===== src/rtl/thr_pkg.sv =====
package thr_pkg;
  localparam int NUM_THR = 2;

  typedef enum logic [1:0] {
    LVL_IDLE  = 2'd0,
    LVL_PRIO  = 2'd1,
    LVL_INHIB = 2'd2,
    LVL_HOLD  = 2'd3
  } thr_lvl_e;
endpackage


===== src/rtl/thr_load_mon.sv =====
// Compares one pressure count against its limit.
module thr_load_mon #(
  parameter int CW = 5
) (
  input  logic [CW-1:0] count_i,
  input  logic [CW-1:0] limit_i,
  output logic          over_o
);
  assign over_o = (count_i >= limit_i);
endmodule


===== src/rtl/thr_admit.sv =====
// Admission rule: a thread may start throttling only when the other
// thread is neither over pressure nor already throttled.
module thr_admit #(
  parameter int NT = 2
) (
  input  logic [NT-1:0] over_i,
  input  logic [NT-1:0] idle_i,
  output logic [NT-1:0] start_o
);
  for (genvar t = 0; t < NT; t++) begin : g_adm
    localparam int OTH = NT - 1 - t;
    assign start_o[t] = over_i[t] && !over_i[OTH] && idle_i[OTH];
  end
endmodule


===== src/rtl/thr_escalator.sv =====
// Per-thread escalation state machine with a saturating dwell counter.
module thr_escalator
  import thr_pkg::*;
#(
  parameter int DWELL_W = 8
) (
  input  logic               clk,
  input  logic               rst,
  input  logic               start_i,
  input  logic               over_i,
  input  logic               clr_i,
  input  logic [DWELL_W-1:0] inh_lim_i,
  input  logic [DWELL_W-1:0] fl_lim_i,
  output logic               prio_o,
  output logic               blk_o,
  output logic               flush_o,
  output logic               hold_o,
  output logic               idle_o
);
  localparam logic [DWELL_W-1:0] CNT_MAX = {DWELL_W{1'b1}};

  thr_lvl_e           lvl_q, lvl_n;
  logic [DWELL_W-1:0] cnt_q, cnt_n;
  logic               fl_n;

  always_comb begin
    lvl_n = lvl_q;
    cnt_n = cnt_q;
    fl_n  = 1'b0;
    if (lvl_q == LVL_IDLE) begin
      if (start_i) begin
        lvl_n = LVL_PRIO;
        cnt_n = '0;
      end
    end else if (!over_i && clr_i) begin
      lvl_n = LVL_IDLE;
      cnt_n = '0;
    end else if (over_i) begin
      cnt_n = (cnt_q == CNT_MAX) ? cnt_q : cnt_q + 1'b1;
      if (lvl_q != LVL_HOLD && cnt_n >= fl_lim_i) begin
        lvl_n = LVL_HOLD;
        fl_n  = 1'b1;
      end else if (lvl_q == LVL_PRIO && cnt_n >= inh_lim_i) begin
        lvl_n = LVL_INHIB;
      end
    end
  end

  always_ff @(posedge clk) begin
    if (rst) begin
      lvl_q   <= LVL_IDLE;
      cnt_q   <= '0;
      prio_o  <= 1'b0;
      blk_o   <= 1'b0;
      flush_o <= 1'b0;
      hold_o  <= 1'b0;
    end else begin
      lvl_q   <= lvl_n;
      cnt_q   <= cnt_n;
      prio_o  <= (lvl_n != LVL_IDLE);
      blk_o   <= (lvl_n == LVL_INHIB) || (lvl_n == LVL_HOLD);
      flush_o <= fl_n;
      hold_o  <= (lvl_n == LVL_HOLD);
    end
  end

  assign idle_o = !prio_o;
endmodule


===== src/rtl/throttle_balancer.sv =====
module throttle_balancer
  import thr_pkg::*;
#(
  parameter int MISS_W  = 5,
  parameter int GRP_W   = 6,
  parameter int DWELL_W = 8
) (
  input  logic                            clk,
  input  logic                            rst,
  input  logic [NUM_THR-1:0][MISS_W-1:0]  miss_cnt_i,
  input  logic [NUM_THR-1:0][GRP_W-1:0]   grp_cnt_i,
  input  logic [MISS_W-1:0]               miss_limit_i,
  input  logic [GRP_W-1:0]                grp_limit_i,
  input  logic [DWELL_W-1:0]              inhibit_after_i,
  input  logic [DWELL_W-1:0]              flush_after_i,
  input  logic [NUM_THR-1:0]              clr_i,
  output logic [NUM_THR-1:0]              prio_down_o,
  output logic [NUM_THR-1:0]              decode_block_o,
  output logic [NUM_THR-1:0]              flush_o,
  output logic [NUM_THR-1:0]              hold_o
);
  logic [NUM_THR-1:0] miss_over, grp_over, over, idle, start;

  for (genvar t = 0; t < NUM_THR; t++) begin : g_thr
    thr_load_mon #(.CW(MISS_W)) miss_mon_i (
      .count_i (miss_cnt_i[t]),
      .limit_i (miss_limit_i),
      .over_o  (miss_over[t])
    );
    thr_load_mon #(.CW(GRP_W)) grp_mon_i (
      .count_i (grp_cnt_i[t]),
      .limit_i (grp_limit_i),
      .over_o  (grp_over[t])
    );
    assign over[t] = miss_over[t] | grp_over[t];

    thr_escalator #(.DWELL_W(DWELL_W)) esc_i (
      .clk       (clk),
      .rst       (rst),
      .start_i   (start[t]),
      .over_i    (over[t]),
      .clr_i     (clr_i[t]),
      .inh_lim_i (inhibit_after_i),
      .fl_lim_i  (flush_after_i),
      .prio_o    (prio_down_o[t]),
      .blk_o     (decode_block_o[t]),
      .flush_o   (flush_o[t]),
      .hold_o    (hold_o[t]),
      .idle_o    (idle[t])
    );
  end

  thr_admit #(.NT(NUM_THR)) admit_i (
    .over_i  (over),
    .idle_i  (idle),
    .start_o (start)
  );
endmodule


===== config.mk =====
export PLATFORM = sky130hd
export DESIGN_NAME = throttle_balancer
export DESIGN_NICKNAME = d
export VERILOG_FILES = /design/src/rtl/thr_pkg.sv /design/src/rtl/thr_load_mon.sv /design/src/rtl/thr_admit.sv /design/src/rtl/thr_escalator.sv /design/src/rtl/throttle_balancer.sv
export SDC_FILE = /design/constraint.sdc
export NUM_CORES = 1
export LEC_CHECK = 0
export ABC_AREA = 1
export ABC_CLOCK_PERIOD_IN_PS = 2100
export BUFFER_PORTS_ARGS = -buffer_cell sky130_fd_sc_hd__buf_2
export CORE_MARGIN = 2
export CORE_UTILIZATION = 52
export DETAILED_ROUTE_END_ITERATION = 12
export GPL_TIMING_DRIVEN = 0
export PLACE_DENSITY_LB_ADDON = 0.25
export SLEW_MARGIN = 10
export SYNTH_ARGS = -nofsm -noshare
export SYNTH_HDL_FRONTEND = slang
export SYNTH_SLANG_ARGS = --single-unit
export TNS_END_PERCENT = 100

===== constraint.sdc =====
create_clock -name clk -period 2.1 [get_ports clk]
set_clock_uncertainty 0.1 [all_clocks]
set_input_delay 0.105 -clock clk [delete_from_list [all_inputs] [get_ports clk]]
set_output_delay 0.105 -clock clk [all_outputs]
set_load 0.05 [all_outputs]

==> results of run 1 <==
==> cells in the mapped netlist, drive strengths merged <==
cell | n | area [um2]
ha | 56 | 701
nor2 | 48 | 205
nor3 | 5 | 30.0
nand3b | 2 | 15.0
clkinv | 2 | 7.51
o21ba | 1 | 10.0
nand3 | 59 | 340
a21oi | 16 | 91.3
xor2 | 6 | 52.6
and3 | 1 | 6.26
clkbuf | 2 | 7.51
nand4 | 9 | 62.6
a21o | 1 | 7.51
o21ai | 9 | 45.0
o21a | 2 | 15.0
inv | 108 | 405
nand2 | 161 | 662
buf | 11 | 81.3
dfxtp | 28 | 561
==> per-layer routing <==
layer / vias up / track usage (%)
met5: - / 0
met4: 0 / 6.89
met3: 19 / 3.17
met2: 53 / 39.9
met1: 1497 / 28.4
li1: 1813 / -
==> state kept, by name, indices dropped and copies added (netlist names) <==
register             cells
g_thr.esc_i.flush_o      2
g_thr.esc_i.cnt_q       16
g_thr.esc_i.lvl_q        4
g_thr.esc_i.blk_o        2
g_thr.esc_i.prio_o       2
g_thr.esc_i.hold_o       2
==> kinds of logic after synthesis <==
group                      Yosys count  share of synthesized area (%)
xor gates and xnor gates             6                           1.59
adders and majority gates           56                           21.2
buffers and inverters              123                           15.2
AOI/OAI and AO/OA                   29                           5.11
and+or+nand+nor                    285                           40.0
DFF                                 28                           17.0
==> layout make-up <==
| class | count | area, um2 |
|---|---|---|
| multi-input cells | 376 | 2570 |
| clock buffers | 3 | 41.3 |
| repair buffers | 82 | 473 |
| fillers | 537 | 1960 |
| flip-flops and latches | 28 | 588 |
| plain buffers | 13 | 88.8 |
| well taps | 77 | 96.3 |
| inverters | 110 | 418 |
==> power groups by stage <==
stage               sequential, mW  combinational [mW]  clock (mW)
finish                       0.704                1.42       0.303
global route                 0.716                1.63       0.329
CTS                          0.691                1.27       0.314
detailed placement           0.699                1.18           0
global placement             0.696                1.13           0
floorplan                    0.685               0.912           0
==> timing repair <==
item | 4_1_cts | 5_1_grt
cloned | 1 | 0
setup endpoints to repair | 12 | 12
buffers inserted | 13 | 8
hold buffers | 0 | 0
resized for setup | 28 | 45
pin swaps | 12 | 27
==> worst min path at each step <==
stage | slack [ns] | cells after the start | endpoint | start
floorplan | 0.20 | 3 | g_thr[0].esc_i.lvl_q[0] | rst
global placement | 0.35 | 4 | g_thr[0].esc_i.lvl_q[0] | rst
detailed placement | 0.36 | 4 | g_thr[0].esc_i.lvl_q[0] | rst
CTS | 0.05 | 4 | g_thr[0].esc_i.lvl_q[1] | rst
global route | 0.07 | 4 | g_thr[0].esc_i.blk_o | rst
finish | 0.05 | 4 | g_thr[0].esc_i.lvl_q[1] | rst
==> worst max-delay path: stages (launching register included) <==
cell and delay [ns]:
dfxtp_4 0.37, ha_4 0.15, nand2_4 0.05, inv_4 0.08, nand4_4 0.09, buf_6 0.17, xor2_4 0.18, inv_2 0.08
ha_4 0.27, o21ai_2 0.05, nand2_1 0.06, nand2_1 0.05, nand2_1 0.05, nand2_1 0.06, nand2_2 0.07, nand3_2 0.08
nand2_1 0.07, nand2_1 0.05, nand2_1 0.08, nand3_1 0.08
==> through the flow <==
| stage | cell area (um2) | utilization (%) | hold WS [ns] | power, mW |
|---|---|---|---|---|
| after floorplan | 3370 | - | 0.204 | 1.60 |
| after global placement | 3760 | 60.3 | 0.349 | 1.82 |
| after detailed placement | 3760 | 60.3 | 0.362 | 1.88 |
| after CTS | 4030 | 64.5 | 0.0491 | 2.28 |
| after global routing | 4280 | 68.6 | 0.0714 | 2.67 |
| final | 4280 | 68.6 | 0.0509 | 2.42 |
==> results.py, run 1 <==
metrics = {
    "clock_network": {
        "path_clk_slew_ns": 0.10,
        "clk_latency_ns": 0.28,
        "cts_root_buffer": "clkbuf_8",
        "clock_sinks": 28,
        "cts_tree": "yes",
        "cts_buffers": 3,
        "max-clock-path-buffers": 2,
        "htree_levels": 1,
    },
    "grt": {
        "grt_pass1_vias": 3188,
        "grt_pass1_wl_um": 13300,
        "grt_overflow_total": 0,
        "antenna_found_initial": 0,
        "grtUsageTotal_pct": 22.6,
        "grt_max_degree": 15,
    },
    "placed_design": {
        "gp_congestion": 0.852,
        "dp_cells": 664,
        "io_buffers": 60,
        "dp_worst_setup_slack_ns": -0.415,
        "dpl.hpwl_um": 6200,
    },
    "floorplan": {
        "fp-row-count": 29,
        "start_util_pct": 53.0,
        "die-height_um": 83.7,
        "die_area_mm2": 0.00701,
        "io_pins": 61,
        "core_area_mm2": 0.00624,
        "die_w_um": 83.7,
    },
    "critical_path": {
        "endpoint": "g_thr[0].esc_i.prio_o",
        "endpoint_kind": "flip-flop",
        "cp.required_ns": 2.17,
        "r2r-end": "g_thr[0].esc_i.prio_o",
        "cp_data_arrival_time_ns": 2.42,
        "startpoint": "g_thr[0].esc_i.cnt_q[0]",
        "start_kind": "flip-flop",
        "crit_fanout": 5,
        "ff2ff_setup_slack_ns": -0.25,
        "rr_worst_depth": 19,
        "critical_path_class": "reg2reg",
        "r2r_start": "g_thr[0].esc_i.cnt_q[0]",
    },
    "detailed_routing": {
        "wl_met1_um": 3660,
        "dr.pass1.iters": 4,
        "vias": 3382,
        "wl_met3_um": 219,
        "wl_met2_um": 3980,
        "drt-wirelength-per-cell_um": 11.7,
        "top_layer_used": "met4",
        "viasPerCell": 4.91,
        "drtIter0Drc": 134,
        "wl_um": 8030,
        "ant_nets": 0,
        "drc": 0,
    },
    "outcome": {
        "violations": "negative setup slack",
        "run_status": "finished with violations",
    },
    "synthesis": {
        "syn_inst": 527,
        "syn_avg_cell_area_um2": 6.27,
        "ys_warn_count": 0,
        "synth_fp_nets": 636,
        "yosysSeqAreaShare_pct": 17.0,
        "synth-seq-cells": 28,
        "ys_types": 31,
        "syn_area_mm2": 0.00331,
    },
    "power_and_ir_drop": {
        "p_leak_nw": 2.54,
        "switchingPower_mw": 1.10,
        "clkPwrFrac_pct": 12.5,
        "power_density_mw_per_mm2": 566,
        "p_int_mw": 1.33,
        "p_seq_share_pct": 29.1,
        "power.share.switching_pct": 45.3,
        "share_comb_of_total_power_pct": 58.5,
        "max-vdd-ir-drop_v": 0.000444,
    },
    "final_layout": {
        "num_antenna_cells": 0,
        "nets": 723,
        "final_cell_mix": "137 x nand2_1, 93 x inv_1, 62 x buf_2",
        "instances_no_fill": 689,
        "syn_to_final_growth_pct": 29.5,
        "drive_above_1_share_pct": 32.0,
        "layout_commonest_cell": "nand2_1",
    },
    "timing": {
        "worst_slack_ns": -0.249,
        "drv_slew": 0,
        "grt_setup_unrepaired": "true",
        "final.min_clock_period_ns": 2.35,
        "timing.setup.tns_ns": -2.31,
        "fmax_mhz": 426,
        "worstMarginPinSlew_ns": 0.606,
        "hold_viol_final": 0,
        "relSlewSlack_pct": 59.6,
        "finalCritPeriodShare_pct": 112,
        "finalSetupViolCount": 12,
    },
    "flow_run": {
        "maxCapViolations": 0,
    },
    "hold_path": {
        "holdCritPathClass": "in2reg",
    },
}
Power figures use the tool's default switching activity.
==> inputs of run 2 (changes only) <==
--- a/config.mk
+++ b/config.mk
@@ -13,6 +13,7 @@
 export DETAILED_ROUTE_END_ITERATION = 12
 export GPL_TIMING_DRIVEN = 0
 export PLACE_DENSITY_LB_ADDON = 0.25
+export SKIP_CTS_REPAIR_TIMING = 1
 export SLEW_MARGIN = 10
 export SYNTH_ARGS = -nofsm -noshare
 export SYNTH_HDL_FRONTEND = slang
==> constraint.sdc (replaced) <==
create_clock -name clk -period 2.1 [get_ports clk]
set_clock_uncertainty 0.1 [all_clocks]
set_input_delay 0.42 -clock clk [delete_from_list [all_inputs] [get_ports clk]]
set_output_delay 0.42 -clock clk [all_outputs]
set_load 0.05 [all_outputs]
==> run 2 against run 1 <==
  * The run still ends with negative setup slack left
  * Clock-buffer cell count did not move
  * Cell count shrank 1.7%
  * Via count did not move
  * Worst setup slack worse by 0.050 ns
  * Global-route usage shrank 1.4 points
  * Die area did not move
  * Flip-flop and latch count unchanged
  * Critical endpoint unchanged
  * Largest cell class unchanged
  * Largest power group unchanged
==> results.py, run 2 (same netlist as run 1, synthesis figures left out) <==
metrics = {
    "timing": {
        "finalCritPeriodShare_pct": 114,
        "hold_viol_final": 0,
        "drv_slew": 0,
        "finalSetupViolCount": 12,
        "worst_slack_ns": -0.299,
        "final.min_clock_period_ns": 2.40,
        "fmax_mhz": 417,
        "worstMarginPinSlew_ns": 0.592,
        "grt_setup_unrepaired": "true",
        "relSlewSlack_pct": 60.6,
    },
    "critical_path": {
        "cp.required_ns": 2.17,
        "crit_chain": "ha_4, nand2_4, inv_4, nand4_4, buf_6, xor2_4, inv_2, ha_4, o21ai_2, nand2_1, nand2_1, nand2_1, nand2_1, nand2_2, nand3_2, nand2_1, nand2_1, nand2_1, nand3_1",
        "endpoint_kind": "flip-flop",
        "critical_path_class": "reg2reg",
        "crit_top_cell": "nand2_1",
        "slowest_delay_ns": 0.42,
        "start_kind": "flip-flop",
        "cp_slowest_cell": "dfxtp_4",
        "crit_fanout": 5,
        "cp_data_arrival_time_ns": 2.47,
    },
    "clock_network": {
        "htree_levels": 1,
        "cts_root_buffer": "clkbuf_8",
        "cts_tree": "yes",
        "max-clock-path-buffers": 2,
        "clock_sinks": 28,
        "path_clk_slew_ns": 0.10,
        "clk_latency_ns": 0.28,
        "cts_buffers": 3,
    },
    "power_and_ir_drop": {
        "p_total_mw": 2.38,
        "share_comb_of_total_power_pct": 57.5,
        "p_seq_share_pct": 29.9,
        "max-vdd-ir-drop_v": 0.000428,
        "p_int_mw": 1.29,
        "p_leak_nw": 2.45,
        "power_density_mw_per_mm2": 573,
        "power.share.switching_pct": 45.7,
        "switchingPower_mw": 1.09,
        "clkPwrFrac_pct": 12.6,
    },
    "final_layout": {
        "drive_above_1_share_pct": 29.2,
        "layout_commonest_cell": "nand2_1",
        "nets": 711,
        "reg.largest.list": "g_thr.esc_i.cnt_q (16), g_thr.esc_i.lvl_q (4)",
        "final_cell_mix": "140 x nand2_1, 95 x inv_1, 62 x buf_2",
        "syn_to_final_growth_pct": 25.8,
        "stdcell_area_mm2": 0.00416,
        "regMostFlops": "g_thr.esc_i.cnt_q",
        "nFillCells": 561,
        "num_antenna_cells": 0,
        "largest_reg_flops": 16,
    },
    "grt": {
        "grt_overflow_total": 0,
        "grt_pass1_wl_um": 12600,
        "grtUsageTotal_pct": 21.2,
        "grt_pass1_vias": 3027,
        "grt_max_degree": 15,
        "antenna_found_initial": 0,
        "grt_util_met1_pct": 27.4,
        "use_met2_pct": 36.6,
        "top_usage_layer": "met2",
        "met3_usage_pct": 3.26,
    },
    "detailed_routing": {
        "wl_um": 7930,
        "viasPerCell": 5.00,
        "drt-wirelength-per-cell_um": 11.7,
        "drc": 0,
        "vias": 3382,
        "drtIter0Drc": 152,
        "dr.pass1.iters": 4,
        "ant_nets": 0,
    },
    "outcome": {
        "run_status": "finished with violations",
        "violations": "negative setup slack",
    },
    "flow_run": {
        "maxCapViolations": 0,
    },
    "floorplan": {
        "start_util_pct": 53.0,
        "io_pins": 61,
        "die-height_um": 83.7,
        "fp-row-count": 29,
        "die_area_mm2": 0.00701,
        "core_area_mm2": 0.00624,
        "die_w_um": 83.7,
    },
    "placed_design": {
        "placed_area_mm2": 0.00376,
        "gp_congestion": 0.852,
        "io_buffers": 60,
        "dpl.hpwl_um": 6200,
    },
    "hold_path": {
        "holdCritPathClass": "in2reg",
    },
}
==> run 2: cell count changes in the layout (fill, tap and decap cells not counted), moves of 2 or more <==
cell     change
buf_4       -14
dfxtp_4      -3
nand2_1      +3
dfxtp_1      +2
inv_1        +2
nand3_1      +2
o21ai_2      +2
==> run 2: final cells by class <==
type,count,area [um2],area share (%)
Buffer,13,88.8,2.14
Sequential cell,28,578,13.9
Multi-Input combinational cell,378,2560,61.6
Timing Repair Buffer,68,377,9.06
Clock buffer,3,41.3,0.993
Inverter,110,415,9.99
Tap cell,77,96.3,2.32
==> run 2: worst paths after layout <==
path | end | slack, ns | from | cells past startpoint
hold reg to reg | g_thr[1].esc_i.cnt_q[4] | 0.45 | g_thr[1].esc_i.cnt_q[4] | 4
setup / recovery | g_thr[0].esc_i.prio_o | -0.30 | g_thr[0].esc_i.cnt_q[0] | 19
setup reg to reg | g_thr[0].esc_i.prio_o | -0.30 | g_thr[0].esc_i.cnt_q[0] | 19
hold / removal | g_thr[0].esc_i.lvl_q[1] | 0.36 | rst | 4
==> run 2: per-stage QoR <==
| step | hold slack, ns | cells | TNS, ns | worst slack [ns] | utilization (%) |
|---|---|---|---|---|---|
| after global placement | 0.442 | 664 | -3.75 | -0.404 | 60.3 |
| final | 0.363 | 677 | -2.74 | -0.299 | 66.6 |
| after detailed placement | 0.442 | 664 | -5.01 | -0.415 | 60.3 |
| after floorplan | 0.423 | 527 | -0.401 | -0.114 | - |
| after CTS | 0.373 | 667 | -3.45 | -0.455 | 61.0 |
| after global routing | 0.386 | 677 | -4.49 | -0.449 | 66.6 |
==> run 2: critical path, delay by kind of cell (launching register included) <==
kind | cells | cell delay (ns)
DFF | 1 | 0.42
buffers and inverters | 3 | 0.33
and+or+nand+nor | 12 | 0.80
AOI/OAI and AO/OA | 1 | 0.05
xor gates and xnor gates | 1 | 0.16
adders and majority gates | 2 | 0.42
==> run 2: power by group through the flow <==
stage,sequential [mW],clock (mW),combinational [mW]
detailed placement,0.699,0,1.18
CTS,0.687,0.315,1.18
floorplan,0.685,0,0.912
finish,0.712,0.301,1.37
global route,0.725,0.331,1.57
global placement,0.696,0,1.13
==> run 2: per-layer routing <==
metal	wire length [um]	vias up	share of wire (%)
met5	0	-	0
met4	178	0	2.2
met3	329	21	4.1
met2	3890	63	49
met1	3540	1504	45
li1	-	1794	-
